### config.mk
export PLATFORM = sky130hd
export DESIGN_NAME = token_ring_seq
export DESIGN_NICKNAME = d
export VERILOG_FILES = /design/src/rtl/token_ring_pkg.sv /design/src/rtl/hot_group_check.sv /design/src/rtl/ring_ctrl.sv /design/src/rtl/ring_path.sv /design/src/rtl/token_ring_seq.sv
export SDC_FILE = /design/constraint.sdc
export NUM_CORES = 1
export LEC_CHECK = 0
export BUFFER_PORTS_ARGS = -buffer_cell sky130_fd_sc_hd__buf_2
export CORE_MARGIN = 2
export CORE_UTILIZATION = 42
export CTS_CLUSTER_DIAMETER = 80
export DETAILED_ROUTE_END_ITERATION = 7
export HOLD_SLACK_MARGIN = 0.08
export PLACE_DENSITY = 0.7
export SLEW_MARGIN = 10
export SYNTH_ARGS = -nofsm -noshare
export SYNTH_HDL_FRONTEND = slang
export SYNTH_SLANG_ARGS = --single-unit
### constraint.sdc
create_clock -name clk -period 1.55 [get_ports clk]
set_input_delay 0.0775 -clock clk [delete_from_list [all_inputs] [get_ports clk]]
set_output_delay 0.0775 -clock clk [all_outputs]
set_load 0.02 [all_outputs]
### src/rtl/token_ring_pkg.sv
package token_ring_pkg;

  // Build-time choice of how a corrupted ring heals itself.
  typedef enum logic {
    RECOVER_RIPPLE  = 1'b0,
    RECOVER_RESTART = 1'b1
  } recoverMode_e;

  // Strobes passed from the control to the datapath.
  typedef struct packed {
    logic loadNow;
    logic shiftNow;
    logic restartNow;
    logic insertBit;
  } ringStrobe_t;

endpackage

### src/rtl/hot_group_check.sv
// Two-tier detector for "exactly one bit set".
// Each group reports both an empty flag and a single flag.
module hot_group_check #(
  parameter int STAGES  = 16,
  parameter int GROUP_W = 4
) (
  input  logic [STAGES-1:0] vec,
  output logic              illegal
);
  localparam int GROUPS = STAGES / GROUP_W;

  logic [GROUPS-1:0] groupNone;
  logic [GROUPS-1:0] groupOne;

  for (genvar g = 0; g < GROUPS; g++) begin : gGroup
    logic [GROUP_W-1:0] slice;
    assign slice        = vec[g*GROUP_W +: GROUP_W];
    assign groupNone[g] = ~|slice;
    assign groupOne[g]  = (|slice) && ((slice & (slice - GROUP_W'(1))) == '0);
  end

  logic oneGroupSingle;
  logic noCrowdedGroup;

  assign oneGroupSingle = (|groupOne) && ((groupOne & (groupOne - GROUPS'(1))) == '0);
  assign noCrowdedGroup = &(groupNone | groupOne);
  assign illegal        = ~(oneGroupSingle & noCrowdedGroup);
endmodule

### src/rtl/ring_ctrl.sv
// Control: decides load, shift, restart and the bit shifted into stage 0.
module ring_ctrl
  import token_ring_pkg::*;
#(
  parameter int           STAGES = 16,
  parameter recoverMode_e MODE   = RECOVER_RIPPLE
) (
  input  logic              advance,
  input  logic              loadEn,
  input  logic [STAGES-1:0] stateVec,
  output ringStrobe_t       strobe,
  output logic              wrapPulse
);
  logic lowEmpty;
  logic lastHot;
  logic ringEmpty;

  assign lowEmpty  = ~|stateVec[STAGES-2:0];
  assign lastHot   = stateVec[STAGES-1];
  assign ringEmpty = lowEmpty & ~lastHot;
  assign wrapPulse = advance & lastHot;

  assign strobe.loadNow  = loadEn;
  assign strobe.shiftNow = advance & ~loadEn;

  if (MODE == RECOVER_RIPPLE) begin : gRipple
    // Stage 0 takes a token only when every lower stage is empty.
    assign strobe.insertBit  = lowEmpty;
    assign strobe.restartNow = 1'b0;
  end else begin : gRestart
    // Plain rotation, with a return to the start state on wrap or on an empty ring.
    assign strobe.insertBit  = lastHot;
    assign strobe.restartNow = advance & ~loadEn & (lastHot | ringEmpty);
  end
endmodule

### src/rtl/ring_path.sv
// Datapath: the ring register and its next-state selection.
module ring_path
  import token_ring_pkg::*;
#(
  parameter int STAGES = 16
) (
  input  logic              clk,
  input  logic              rst,
  input  ringStrobe_t       strobe,
  input  logic [STAGES-1:0] loadVal,
  output logic [STAGES-1:0] stateVec
);
  localparam logic [STAGES-1:0] START = STAGES'(1);

  always_ff @(posedge clk) begin
    if (rst)                    stateVec <= START;
    else if (strobe.loadNow)    stateVec <= loadVal;
    else if (strobe.restartNow) stateVec <= START;
    else if (strobe.shiftNow)   stateVec <= {stateVec[STAGES-2:0], strobe.insertBit};
  end
endmodule

### src/rtl/token_ring_seq.sv
// Top: the ring sequencer with its legality checker.
module token_ring_seq
  import token_ring_pkg::*;
#(
  parameter int           STAGES  = 16,
  parameter int           GROUP_W = 4,
  parameter recoverMode_e MODE    = RECOVER_RIPPLE
) (
  input  logic              clk,
  input  logic              rst,
  input  logic              advance,
  input  logic              loadEn,
  input  logic [STAGES-1:0] loadVal,
  output logic [STAGES-1:0] stateVec,
  output logic              wrapPulse,
  output logic              illegal
);
  ringStrobe_t strobe;

  ring_ctrl #(.STAGES(STAGES), .MODE(MODE)) uCtrl (
    .advance  (advance),
    .loadEn   (loadEn),
    .stateVec (stateVec),
    .strobe   (strobe),
    .wrapPulse(wrapPulse)
  );

  ring_path #(.STAGES(STAGES)) uPath (
    .clk     (clk),
    .rst     (rst),
    .strobe  (strobe),
    .loadVal (loadVal),
    .stateVec(stateVec)
  );

  hot_group_check #(.STAGES(STAGES), .GROUP_W(GROUP_W)) uCheck (
    .vec    (stateVec),
    .illegal(illegal)
  );
endmodule

* Yosys cells after proc, flatten, opt, wreduce, memory -nomap -nowiden
Index checks and enable logic that the tools add are counted.
Widths: inputs -> output; s select.
** Operators by class
- Add/sub/neg operators :: 5
- Mux-type cells :: 2
- Bitwise logic cells :: 11
- Reductions and logical operators :: 23
** Operators by type and width (number)
- $mux 16 :: 2
- $and 4x4->4 :: 5
- $logic_not 4->1 :: 5
- $reduce_or 4->1 :: 5
- $sub 4x1->4 const B :: 5
- $reduce_or 15->1 :: 1
- $logic_and 1x1->1 :: 5
- $logic_not 1->1 :: 5
- $or 4x4->4 :: 1
- $reduce_and 4->1 :: 1
- $and 1x1->1 :: 3
- $not 1->1 :: 2
- $reduce_bool 2->1 :: 1
** Word-level totals
- Register bits :: 16
- Input bits :: 20
- Output and inout bits :: 18
- Word-level logic and storage cells :: 42

* Longest topological paths before layout
- Word-level depth :: 10
- Mapped depth :: 6
- Depth with buffers taken out :: 4

* Hierarchy
A second synthesis with hierarchy kept.
** Second synthesis, totals
- Cells, all modules :: 124
- Area total of the unflattened synthesis :: 1023.5 um2
** Modules (own cells, without submodules)
- ring_path :: instances 1, cells each 89, area each 752.0 um2, sequential area each 320.3 um2
- hot_group_check :: instances 1, cells each 24, area each 200.2 um2, sequential area each 0.0 um2
- ring_ctrl :: instances 1, cells each 11, area each 71.3 um2, sequential area each 0.0 um2

* Worst setup path after synthesis
OpenSTA, ideal clock, no wires.
- Kind :: reg2out
- Start :: reg uPath.stateVec[0]
- End :: out illegal
- Arrival :: 1.756 ns
- Required time :: 1.472 ns
- Slack :: -0.284 ns
- Cell stages (with the launch flop) :: 6
- Buffers on the path :: 1
- Path through :: dfxtp_1 or4_4 buf_6 a2111oi_4 nor3_1 a211o_1
** Between the ends
- Word-level cells in the longest chain between the ends :: 10
- Elaborated cells on any way between the ends :: 15
- Classes of those cells :: add/sub (2); bitwise (5); reduce/logical (8)
** RTL lines
- start: declaration :: RTL line ring_path.sv:11 : output logic [STAGES-1:0] stateVec
- start signal: assignment :: RTL line ring_path.sv:17 : else if (strobe.loadNow) stateVec <= loadVal;
- start signal: assignment :: RTL line ring_path.sv:19 : else if (strobe.shiftNow) stateVec <= {stateVec[STAGES-2:0], strobe.insertBit};
- $sub 4x1->4 :: RTL line hot_group_check.sv:19 : assign groupOne[g] = (|slice) && ((slice & (slice - GROUP_W'(1))) == '0);
- $and 4x4->4 :: RTL line hot_group_check.sv:19
- $logic_not 4->1 :: RTL line hot_group_check.sv:19
- $logic_and 1x1->1 :: RTL line hot_group_check.sv:19
- $sub 4x1->4 :: RTL line hot_group_check.sv:25 : assign oneGroupSingle = (|groupOne) && ((groupOne & (groupOne - GROUPS'(1))) == '0);
- $and 4x4->4 :: RTL line hot_group_check.sv:25
- $logic_not 4->1 :: RTL line hot_group_check.sv:25
- $logic_and 1x1->1 :: RTL line hot_group_check.sv:25
- $and 1x1->1 (*) :: RTL line hot_group_check.sv:27 : assign illegal = ~(oneGroupSingle & noCrowdedGroup);
- $not 1->1 (*) :: RTL line hot_group_check.sv:27
- end: declaration :: RTL line token_ring_seq.sv:16 : output logic illegal
Every way passes the cells marked *; elsewhere a longest branch is shown, timed or not.

* Worst setup path in the final report
- Start :: reg uPath.stateVec[2]
- End :: out illegal
Same word-level chain as after synthesis.

==> metrics <==
post-synthesis cell count 116; Gate power share 33.6%; Power Total 0.00110 W; average cell area after synthesis 8.10 sq um; Final setup viols 2; Final ANT Viol Nets 0; failing checks setup timing; RSZ-0062 raised after global routing true; CP Data Arrival Time 2.02 ns; layout cells sized above 1 39.4%; Die Wd 51.3 um; clock power share 25.1%; Top-Level Pins 38; # DRC 0; area grow syn2layout 61.7%; Setup Crit Path Kind reg -> out; Regs by FF count uPath.stateVec: 16 flops; Num CTS Buffers 3; fin crit period 2.10 ns; Synth async-reset ratio 0%; worst-path fanout max 6; number of synthesized flops with an enable pin 0; ranking of synthesized cells by area dfxtp_1 34%, mux2i_1 16%, nor2_1 13%; Worst Setup End Kind primary output; PortBufs 37; first-pass GRT wire length 4730 um; DR iter-0 viols 13; area of the core 2170 sq um; WHS 0.137 ns; CTS tree done; status finished, violations left; P_sw 0.000342 W; post-synthesis instance area ~940 sq um; delay-heaviest family, CP simple AND/OR/NAND/NOR gates; Die Span Y 51.3 um; period utilisation layout 135%; grt ovf 0; Top Usage Layer GRT met2; clk_skew around 0.011 ns; gr usage total 24.1%; gpl congestion 0.795; Leak about 0.73 nW; Largest register FFs 16; Vias/cell around 5.1; pwr dens 724 nW/um^2; Least-Margin Pin Slew 0.535 ns; Fin. Hold Viols 0; Vias 1100; Clock Sinks 16; drt pass-1 iters 4; die area 2630 sq um; Setup Fix Bufs, Post-CTS 0; GR Util met2 44.2%; CTS Buffer Depth 2; initial antenna violation count 0; ys flop type dfxtp_1; crit path buf inv count 1; share of the synthesized area in the top cell type 34.1%; Initial Util 43.3%; net count reported at finish 209; post-synthesis register bit count 16; wire per inst 13.5 um; Syn Nets 136; HPWL after DPL 1970 um; sequential share of power 41.4%; Slew Limit Fails 0; largest net degree at the start of global routing 33; cell with the most instances after synthesis nor2_1; Clk pin slew, worst setup/hold paths 0.10 ns; crit-path cells or4_4 -> nor3_4 -> o2111ai_1 -> a211o_1 -> buf_2; grt met1 use 29.1%; row count 17; max_slew headroom 64.3%; switch share 31.1%; Worst R2R Setup Slack -0.04 ns; f_max 477 MHz; worst hold path class in -> reg; routing usage on met3 2.63%; internal power 0.000758 W; Seq/Total Area, Yosys 34.1%; CP required 1.47 ns; largest reg by FF count uPath.stateVec; Final Worst Setup Slack -0.547 ns; CP max stage cell or4_4; Peak supply drop around 0.00072 V; Max Cap Viol 0; Distinct cells, synth 28; vias in the first global route ~1100; Max stage delay on crit path around 0.60 ns; Ys Warns 0; final WL 2910 um; H-tree levels 1; n_diodes 0; most frequent cells after synthesis 32 x nor2_1, 16 x a21oi_1, 16 x dfxtp_1, 15 x mux2i_1, 6 x clkbuf_1; post-synth top area cell dfxtp_1; CTS root buffer clkbuf_4; crit path launch type flip-flop; clk_lat worst skew 0.29 ns; Layout fillers between 150 and 200; setup tns final -0.582 ns
[kinds of logic after synthesis]
family	after synthesis	share of synthesized area, %
buffers and inverters	10	4.93
xor gates and xnor gates	1	0.932
DFF	16	34.1
muxes	15	16.0
AOI/OAI and AO/OA	27	19.7
adders and majority gates	2	2.13
and+or+nand+nor	45	22.2
[power groups by stage]
stage	sequential (W)	clock (W)	combinational, W
2_1_floorplan	0.000506	0	0.000152
3_3_place_gp	0.000463	0	0.000319
3_5_place_dp	0.000464	0	0.000331
4_1_cts	0.000455	0.000282	0.000365
5_1_grt	0.000459	0.000299	0.000400
6_report	0.000455	0.000276	0.000369
[cell usage in the layout (no fill, tap or decap), drive strengths merged, types with 2 or more instances in the layout]
| cell | count |
|---|---|
| nor4 | 4 |
| nor3 | 4 |
| buf | 60 |
| mux2i | 15 |
| clkbuf | 4 |
| inv | 2 |
| a21oi | 16 |
| nor2b | 2 |
| dlygate4sd3 | 16 |
| dfxtp | 16 |
| nor2 | 32 |
| maj3 | 2 |
[metrics by stage]
stage / instances / setup slack (ns) / util (%) / cell area (sq um)
2_1_floorplan: 116 / -0.183 / - / 961
3_3_place_gp: 196 / -0.156 / 60.6 / 1320
3_5_place_dp: 196 / -0.232 / 60.6 / 1320
4_1_cts: 216 / -0.562 / 70.0 / 1520
5_1_grt: 216 / -0.637 / 70.0 / 1520
6_report: 216 / -0.547 / 70.0 / 1520
[what timing repair did]
action | 4_1_cts | 5_1_grt
resized for setup | 1 | 0
endpoints found under the hold margin | 16 | 0
endpoints found under the setup margin | 2 | 2
hold buffers | 16 | 0
pin swaps | 2 | 0
[layout make-up]
class | instances | area [sq um] | area share, %
Clock buffer | 4 | 36.3 | 2.39
Inverter | 2 | 7.51 | 0.494
Multi-Input combinational cell | 90 | 593 | 39.0
Sequential cell | 16 | 329 | 21.7
Tap cell | 28 | 35.0 | 2.31
Timing Repair Buffer | 76 | 518 | 34.1
[worst reg2reg max path: cells and delay by family (launching register included)]
family	cells	cell delay [ns]
simple gates	2	0.77
flops	1	0.35
compound gates	2	0.26
buf+inv	1	0.15
[final timing paths]
| check | start | to | depth (start not counted) |
|---|---|---|---|
| setup / recovery | uPath.stateVec[2] | illegal | 5 |
| hold / removal | rst | uPath.stateVec[7] | 2 |
| setup reg to reg | uPath.stateVec[2] | uPath.stateVec[0] | 5 |
| hold reg to reg | uPath.stateVec[15] | uPath.stateVec[15] | 5 |
[metal layers]
layer  wire [um]  vias up
met5           0        -
met4          12        0
met3          87        2
met2        1560       20
met1        1250      522
li1            -      556
(Power assumes the default switching activity.)
